===== src/rtl/axi_burst_writer.sv =====
module axi_burst_writer #(
  parameter int DATA_W          = 128,
  parameter int ADDR_W          = 64,
  parameter int LEN_W           = 16,
  parameter int ID_W            = 4,
  parameter int MAX_OUT         = 4,
  parameter int MAX_BURST_BYTES = 512,
  parameter int PAGE_BYTES      = 4096
) (
  input  logic                clk,
  input  logic                rst_n,
  input  logic                req_valid,
  output logic                req_ready,
  input  logic [ADDR_W-1:0]   req_addr,
  input  logic [LEN_W-1:0]    req_bytes,
  input  logic                src_valid,
  output logic                src_ready,
  input  logic [DATA_W-1:0]   src_data,
  output logic                aw_valid,
  input  logic                aw_ready,
  output logic [ID_W-1:0]     aw_id,
  output logic [ADDR_W-1:0]   aw_addr,
  output logic [7:0]          aw_len,
  output logic [2:0]          aw_size,
  output logic [1:0]          aw_burst,
  output logic                aw_lock,
  output logic                w_valid,
  input  logic                w_ready,
  output logic [DATA_W-1:0]   w_data,
  output logic [DATA_W/8-1:0] w_strb,
  output logic                w_last,
  input  logic                b_valid,
  output logic                b_ready,
  input  logic [ID_W-1:0]     b_id,
  input  logic [1:0]          b_resp,
  output logic                wr_err
);
  localparam int BEAT_BYTES = DATA_W / 8;
  localparam int SIZE_CODE  = $clog2(BEAT_BYTES);
  localparam int READY_LAT  = 8192 / DATA_W;
  localparam int MAX_BEATS  = MAX_BURST_BYTES / BEAT_BYTES;
  localparam int PAGE_W     = $clog2(PAGE_BYTES);
  localparam int LAT_W      = $clog2(READY_LAT + 1);
  localparam int BL_W       = $clog2(MAX_BEATS + 1);
  localparam int SLOT_W     = (MAX_OUT > 1) ? $clog2(MAX_OUT) : 1;

  typedef enum logic [1:0] {S_IDLE, S_ISSUE, S_RUN} state_t;

  state_t              state;
  logic [ADDR_W-1:0]   cur_addr;
  logic [LEN_W-1:0]    rem_beats;
  logic [BL_W-1:0]     blen;
  logic [BL_W-1:0]     left;
  logic                aw_pend;
  logic [SLOT_W-1:0]   cur_slot;
  logic [MAX_OUT-1:0]  busy;
  logic [LAT_W-1:0]    lat_cnt;
  logic                err_q;

  logic [PAGE_W:0]     page_room;
  logic [LEN_W-1:0]    page_beats;
  logic [LEN_W-1:0]    next_len;
  logic                free_ok;
  logic [SLOT_W-1:0]   free_slot;
  logic                win_open;
  logic                beat_go;
  logic                w_fire;
  logic                aw_done;
  logic                w_done;
  logic                burst_end;
  logic                alloc;
  logic                b_fire;
  logic [MAX_OUT-1:0]  set_mask;
  logic [MAX_OUT-1:0]  rel_mask;

  // Burst sizing: remaining beats, capped by burst limit and page room
  assign page_room  = (PAGE_W+1)'(PAGE_BYTES) - {1'b0, cur_addr[PAGE_W-1:0]};
  assign page_beats = LEN_W'(page_room >> SIZE_CODE);

  always_comb begin
    next_len = rem_beats;
    if (next_len > LEN_W'(MAX_BEATS)) next_len = LEN_W'(MAX_BEATS);
    if (next_len > page_beats)        next_len = page_beats;
  end

  always_comb begin
    free_ok   = 1'b0;
    free_slot = '0;
    for (int i = MAX_OUT - 1; i >= 0; i--) begin
      if (!busy[i]) begin
        free_ok   = 1'b1;
        free_slot = SLOT_W'(i);
      end
    end
  end

  assign win_open  = w_ready || (lat_cnt < LAT_W'(READY_LAT));
  assign beat_go   = (state == S_RUN) && (left != '0) && win_open;
  assign src_ready = beat_go;
  assign w_fire    = beat_go && src_valid;
  assign aw_done   = !aw_pend || aw_ready;
  assign w_done    = (left == '0) || ((left == BL_W'(1)) && w_fire);
  assign burst_end = (state == S_RUN) && aw_done && w_done;
  assign alloc     = (state == S_ISSUE) && free_ok;
  assign b_fire    = b_valid && (int'(b_id) < MAX_OUT);

  assign set_mask = alloc  ? ({{(MAX_OUT-1){1'b0}}, 1'b1} << free_slot) : '0;
  assign rel_mask = b_fire ? ({{(MAX_OUT-1){1'b0}}, 1'b1} << b_id[SLOT_W-1:0]) : '0;

  assign req_ready = (state == S_IDLE);
  assign aw_valid  = (state == S_RUN) && aw_pend;
  assign aw_id     = ID_W'(cur_slot);
  assign aw_addr   = cur_addr;
  assign aw_len    = 8'(blen - 1'b1);
  assign aw_size   = 3'(SIZE_CODE);
  assign aw_burst  = 2'b01;
  assign aw_lock   = 1'b0;
  assign w_valid   = w_fire;
  assign w_data    = src_data;
  assign w_strb    = '1;
  assign w_last    = (left == BL_W'(1));
  assign b_ready   = 1'b1;
  assign wr_err    = err_q;

  always_ff @(posedge clk) begin
    if (!rst_n) begin
      state     <= S_IDLE;
      cur_addr  <= '0;
      rem_beats <= '0;
      blen      <= '0;
      left      <= '0;
      aw_pend   <= 1'b0;
      cur_slot  <= '0;
    end else begin
      case (state)
        S_IDLE: if (req_valid) begin
          cur_addr  <= req_addr;
          rem_beats <= LEN_W'(req_bytes >> SIZE_CODE);
          state     <= S_ISSUE;
        end
        S_ISSUE: if (free_ok) begin
          cur_slot <= free_slot;
          blen     <= BL_W'(next_len);
          left     <= BL_W'(next_len);
          aw_pend  <= 1'b1;
          state    <= S_RUN;
        end
        S_RUN: begin
          if (aw_valid && aw_ready) aw_pend <= 1'b0;
          if (w_fire) left <= left - 1'b1;
          if (burst_end) begin
            cur_addr  <= cur_addr + (ADDR_W'(blen) << SIZE_CODE);
            rem_beats <= rem_beats - LEN_W'(blen);
            state     <= (rem_beats == LEN_W'(blen)) ? S_IDLE : S_ISSUE;
          end
        end
        default: state <= S_IDLE;
      endcase
    end
  end

  always_ff @(posedge clk) begin
    if (!rst_n) begin
      busy    <= '0;
      err_q   <= 1'b0;
      lat_cnt <= LAT_W'(READY_LAT);
    end else begin
      busy <= (busy & ~rel_mask) | set_mask;
      if (b_fire && (b_resp != 2'b00)) err_q <= 1'b1;
      if (w_ready)                               lat_cnt <= '0;
      else if (lat_cnt < LAT_W'(READY_LAT))      lat_cnt <= lat_cnt + 1'b1;
    end
  end

  AST_AW_HOLD: assert property (@(posedge clk) disable iff (!rst_n)
    aw_valid && !aw_ready |=> aw_valid && $stable(aw_addr) && $stable(aw_len) && $stable(aw_id));
  AST_BURST_MAX: assert property (@(posedge clk) disable iff (!rst_n)
    aw_valid |-> (int'(aw_len) + 1) * BEAT_BYTES <= MAX_BURST_BYTES);
  AST_NO_PAGE_CROSS: assert property (@(posedge clk) disable iff (!rst_n)
    aw_valid |-> int'(aw_addr[PAGE_W-1:0]) + (int'(aw_len) + 1) * BEAT_BYTES <= PAGE_BYTES);
  AST_RESP_KNOWN_ID: assert property (@(posedge clk) disable iff (!rst_n)
    b_valid |-> (int'(b_id) < MAX_OUT) && busy[b_id[SLOT_W-1:0]]);
  AST_ERR_STICKY: assert property (@(posedge clk) disable iff (!rst_n)
    wr_err |=> wr_err);
endmodule


===== config.mk =====
export PLATFORM = sky130hd
export DESIGN_NAME = axi_burst_writer
export DESIGN_NICKNAME = d
export VERILOG_FILES = /design/src/rtl/axi_burst_writer.sv
export SDC_FILE = /design/constraint.sdc
export NUM_CORES = 1
export LEC_CHECK = 0
export BUFFER_PORTS_ARGS = -buffer_cell sky130_fd_sc_hd__buf_2
export CAP_MARGIN = 0
export CORE_AREA = 2 2 174 176
export CTS_CLUSTER_DIAMETER = 150
export DETAILED_ROUTE_END_ITERATION = 12
export DIE_AREA = 0 0 176 178
export SLEW_MARGIN = 20
export SYNTH_ARGS = -nofsm -noshare
export SYNTH_HDL_FRONTEND = slang
export SYNTH_SLANG_ARGS = --single-unit
export TNS_END_PERCENT = 5

===== constraint.sdc =====
create_clock -name clk -period 5.4 [get_ports clk]
set_input_delay 1.08 -clock clk [delete_from_list [all_inputs] [get_ports clk]]
set_output_delay 1.08 -clock clk [all_outputs]
set_load 0.1 [all_outputs]

Word-level counts from Yosys, hierarchy flattened --
Index checks and enable logic that the tools add are counted.
Operators by class: add/subtract/negate cells 6, multiply operators 0, divide/modulo/power cells 0, $lt $le $gt $ge 4, equal/unequal tests 9, shift operators 2, muxes and demuxes 31, bitwise gates (word level) 4, reduce and logical (&&, ||, !) cells 28
Operator list (count):
- 64-bit two-way mux | 2
- 64-bit one-hot mux with 2 select lines | 1
- 64-bit by 10-bit adder with 64-bit output | 1
- 16-bit two-way mux | 3
- 16-bit one-hot mux with 2 select lines | 1
- 6-bit two-way mux | 3
- 16-bit by 6-bit == test with 1-bit output | 1
- 16-bit by 6-bit greater-than comparator with 1-bit output, second input constant | 1
- 16-bit by 9-bit greater-than comparator with 1-bit output | 1
- 16-bit by 6-bit subtractor with 16-bit output | 1
- 2-bit two-way mux | 7
- 7-bit two-way mux | 2
- 13-bit by 12-bit subtractor with 13-bit output, first input constant | 1
- 6-bit one-hot mux with 2 select lines | 1
- 3-bit AND reduction | 4
- 1-bit logical AND | 11
- 4-bit two-way mux | 2
- 2-bit inequality test, second input constant | 4
- 2-bit nonzero test | 4
- 1-bit by 2-bit << shifter with 4-bit output, first input constant | 2
- 7-bit by 1-bit adder with 7-bit output, second input constant | 1
- 7-bit < comparator, second input constant | 1
- 1-bit two-way mux | 7
- 6-bit by 1-bit subtractor with 7-bit output, second input constant | 1
- 19 further kinds | 21
Word-level totals: register bits after elaboration 109, latch bits 0, memory bits (writable) 0, ROM bits 0, input port bits 221, output and inout port bits 233, word-level logic and storage cells 95, memories kept 0

Longest topological paths before layout --
depth after elaboration 9, mapped depth 13, gate-level depth less buffers 12

Worst setup path before layout --
Ideal clock, no wire load.
path kind flip-flop to output port, start reg blen[0], end out aw_len[7], arrival time 4017 ps, data required time 4320 ps, slack 303 ps, cell stages (with the launch flop) 6, path buffers 1, cells stage by stage dfxtp_1 > inv_1 > ha_1 > nand3_1 > nor3_1 > buf_4
Between the ends: longest elaborated chain between the ends 1
Ends and longest elaborated chain:
- start: declaration | RTL line 52 | logic [BL_W-1:0] blen;
- start signal: assignment | RTL line 143 | blen <= BL_W'(next_len);
- 6-bit by 1-bit subtractor with 7-bit output | RTL line 114 | assign aw_len = 8'(blen - 1'b1);
- end: declaration | RTL line 23 | output logic [7:0] aw_len,
Every way passes these cells.

Worst setup path in the final report --
start reg cur_addr[3] (netlist: aw_addr[3]), end reg left[4]
Between the ends: longest elaborated chain between the ends 5
Ends and longest elaborated chain:
- start: declaration | RTL line 50 | logic [ADDR_W-1:0] cur_addr;
- start signal: assignment | RTL line 137 | cur_addr <= req_addr;
- start signal: assignment | RTL line 152 | cur_addr <= cur_addr + (ADDR_W'(blen) << SIZE_CODE);
- 13-bit by 12-bit subtractor with 13-bit output (*) | RTL line 77 | assign page_room = (PAGE_W+1)'(PAGE_BYTES) - {1'b0, cur_addr[PAGE_W-1:0]};
- 16-bit by 9-bit greater-than comparator with 1-bit output | RTL line 83 | if (next_len > page_beats) next_len = page_beats;
- 6-bit two-way mux (*) | RTL line 83
- 6-bit two-way mux (*) | RTL line 141 | S_ISSUE: if (free_ok) begin
- 6-bit one-hot mux with 2 select lines (*) | RTL line 135 | case (state)
- end signal: assignment | RTL line 144 | left <= BL_W'(next_len);
- end signal: assignment | RTL line 150 | if (w_fire) left <= left - 1'b1;
- end: declaration | RTL line 53 | logic [BL_W-1:0] left;
Every way passes the cells marked *; elsewhere a longest branch is shown, timed or not. The select of a mux whose other input is x is not followed. A chain may end at the register's enable or synchronous reset.

==> results.cfg <==
[worst_setup_path]
worst_path_arrival_ns = 4.76
worst_setup_path_startpoint = aw_addr[3]
critPathMaxStageDelay_ns = 0.82
critical-path-slowest-cell = a2111oi_0
critical_path.startpoint_type = flip-flop
rr_startpoint = aw_addr[3]
worst_path_fanout_max = 6
critPathBufInv = 0
critPathRequiredTime_ns = 5.66
crit_chain = or4_1, or4_4, or3_4, nor3_2, xor2_1, ha_1, nand2_1, nor2_1, a2111oi_0, a21o_1, mux2_2, a211oi_1
cpLargestDelayFamily = simple AND/OR/NAND/NOR gates
setup.worst_path.class = flip-flop to flip-flop
crit_path_end_kind = flip-flop

[clock_tree]
numCtsBuffers = 9
postCtsSetupRepairBufs = 0
tritoncts = yes
numClockSinks = 109
cts_max_path_buffers = 2
postCtsHoldBufs = 0
clock_latency_ns = 0.36
cts-resized-gates = 0
htree_num_levels = 3
clk_root_buffer_cell = clkbuf_16
clkTransAtPathRegs_ns = 0.08

[finish]
fin_util_pct = 29.9
final_nets = 1342
proportion_of_layout_cells_with_a_drive_suffix_above_1_pct = 21.2
final_design_area_no_fill_mm2 = 0.00878
area.growth.synth_to_final_pct = 5.06
finalNonFillerCells = 1488

[logic_synthesis]
synth.top_cells.by_count = buf_4, dfxtp_1, nand2_1, nor2_1, a21oi_1
postSynthRegisterBits = 109
synth_simple_gate_area_share_pct = 24.8
synthMostInstantiatedCell = buf_4
adder_cell_share_of_the_synthesized_area_pct = 4.22
postSynthCellCount = 1089
postSynth.asyncResetShare_pct = 0
xor_xnor_share_of_the_synthesized_area_pct = 1.45
most_area_consuming_cells_after_synthesis = dfxtp_1, buf_4, ha_1, a21oi_1, nand2_1
synth_warnings = 0
dominantRegCellSynth = dfxtp_1
number_of_enable_flip_flop_cells_after_synthesis = 0
synth_compound_area_share_pct = 23.9
synth_cell_type_count = 80
post_synth_mux_area_share_pct = 1.35
post_synth_instance_area_mm2 = 0.00836
synthDominantCellAreaShare_pct = 26.1
synth_top_family_by_area = simple AND/OR/NAND/NOR gates
synth_sequential_area_ratio_pct = 26.1
library_cell_with_the_largest_summed_area_after_synthesis = dfxtp_1
syn_area_per_cell_um2 = 7.68

[timing]
fin_ws_ns = 0.901
grt_setup_unrepaired = no
clock.fmax_ghz = 0.222
finalCriticalPeriod_ns = 4.50
worst-slew-pin-transition_ns = 0.937
relSlewSlack_pct = 35.9
setup_viol = 0
totalNegativeSetupSlack_ns = 0
final_min_period_over_clock_period_pct = 83.3
report.final.slew_viol_count = 0
finalHoldViolCount = 0
final.setup_skew_ns = 0.0131
min_hold_slack_ns = 0.460

[global_route]
grt_util_all_layers_pct = 18.0
grt_pass1_vias = 7603
wire_length_of_the_first_global_routing_pass_um = 43600
antenna_found_initial = 2
grt_overflow = 0
grt_max_degree = 84

[pwr]
total_power_mw = 3.46
power.static_leakage_nw = 3.53
power-per-cell-area_mw_per_mm2 = 394
ir_drop_uv = 207

[detailed_routing]
vias = 8045
drt.antenna.violating_nets = 0
drc_errors = 0
detail_route.vias_per_cell = 5.41
drt-total-wl_um = 29000
detailedRoute.firstPassIterationCount = 5
dr.first_iter.drc_count = 650
post_drt_wl_per_cell_um = 19.5

[floorplan]
floorplan.die_area_mm2 = 0.0313
rows = 63
fp.dieH_um = 178
core_mm2 = 0.0294
floorplan.initialDensity_pct = 28.4
die_width_um = 176
io_pins = 454

[place]
placed_cells_incl_taps = 1473
place_congestion = 0.912
post_dp_cell_area_mm2 = 0.00851
post-place-ws_ns = 0.944
place.port_buffers = 168
detailed_placer_s_ending_hpwl_um = 20900

[min_path]
classification_of_the_worst_slack_hold_path = flip-flop to flip-flop
hold_path.startpoint = wr_err

[job]
cap_violations = 0

[outcome]
run_status = finished clean
sequential cells by signal (all words and copies together) (netlist names):
name	count
aw_addr	64
aw_pend	1
blen	6
busy	4
cur_slot	2
lat_cnt	7
left	6
rem_beats	16
state	2
wr_err	1
per-layer routing:
| metal | routed length, µm | vias to the layer above | GRT usage (%) |
|---|---|---|---|
| met4 | 820 | 2 | 8.30 |
| met2 | 13000 | 343 | 28.0 |
| met1 | 13200 | 3773 | 24.0 |
| met3 | 2000 | 76 | 3.60 |
| met5 | 7 | - | 0 |
| li1 | - | 3851 | - |
cell usage in the layout (no fill, tap or decap), types with 22 or more instances in the layout:
cell and count:
dfxtp_1 109, nand3_1 36, nor2_1 75, nand2_1 75
nor3_1 48, o21ai_0 56, and3_1 32, inv_1 29
a211oi_1 27, a21oi_1 62, ha_1 25, conb_1 28
nand4_1 22, buf_2 168
worst min-delay path, stage by stage (launching register included):
cell	delay, ns
dfxtp_1	0.32
inv_1	0.05
a21oi_1	0.05
kinds of logic after synthesis:
kind of cell             count (synthesis)
AO/OA/AOI/OAI                          294
buffers and inverters                  244
AND/OR/NAND/NOR                        389
XOR/XNOR                                13
adder cells (fa/ha/maj)                 27
other                                    2
flip-flops                             109
multiplexers                            11
power breakdown:
group / switching, mW / leakage (nW) / total [mW] / internal (mW)
combinational: 1.35 / 2.51 / 1.76 / 0.416
clock: 0.331 / 0.130 / 0.652 / 0.321
sequential: 0.142 / 0.896 / 1.05 / 0.904
total: 1.82 / 3.53 / 3.46 / 1.64
layout make-up:
| cell class | instances | area, µm² |
|---|---|---|
| fill | 3196 | 20600 |
| multi-input combinational | 762 | 4790 |
| sequential | 109 | 2180 |
| timing repair buffer | 182 | 946 |
| tap | 390 | 488 |
| clock buffer | 10 | 239 |
| inverter | 30 | 113 |
| clock inverter | 4 | 26.3 |
| antenna | 1 | 2.50 |
final timing paths:
kind / endpoint / slack, ns / depth (start not counted)
max: left[4] / 0.90 / 12
min: wr_err / 0.46 / 2
max reg2reg: left[4] / 0.90 / 12
min reg2reg: wr_err / 0.46 / 2
Note: power is estimated with default switching activity, not from simulation.
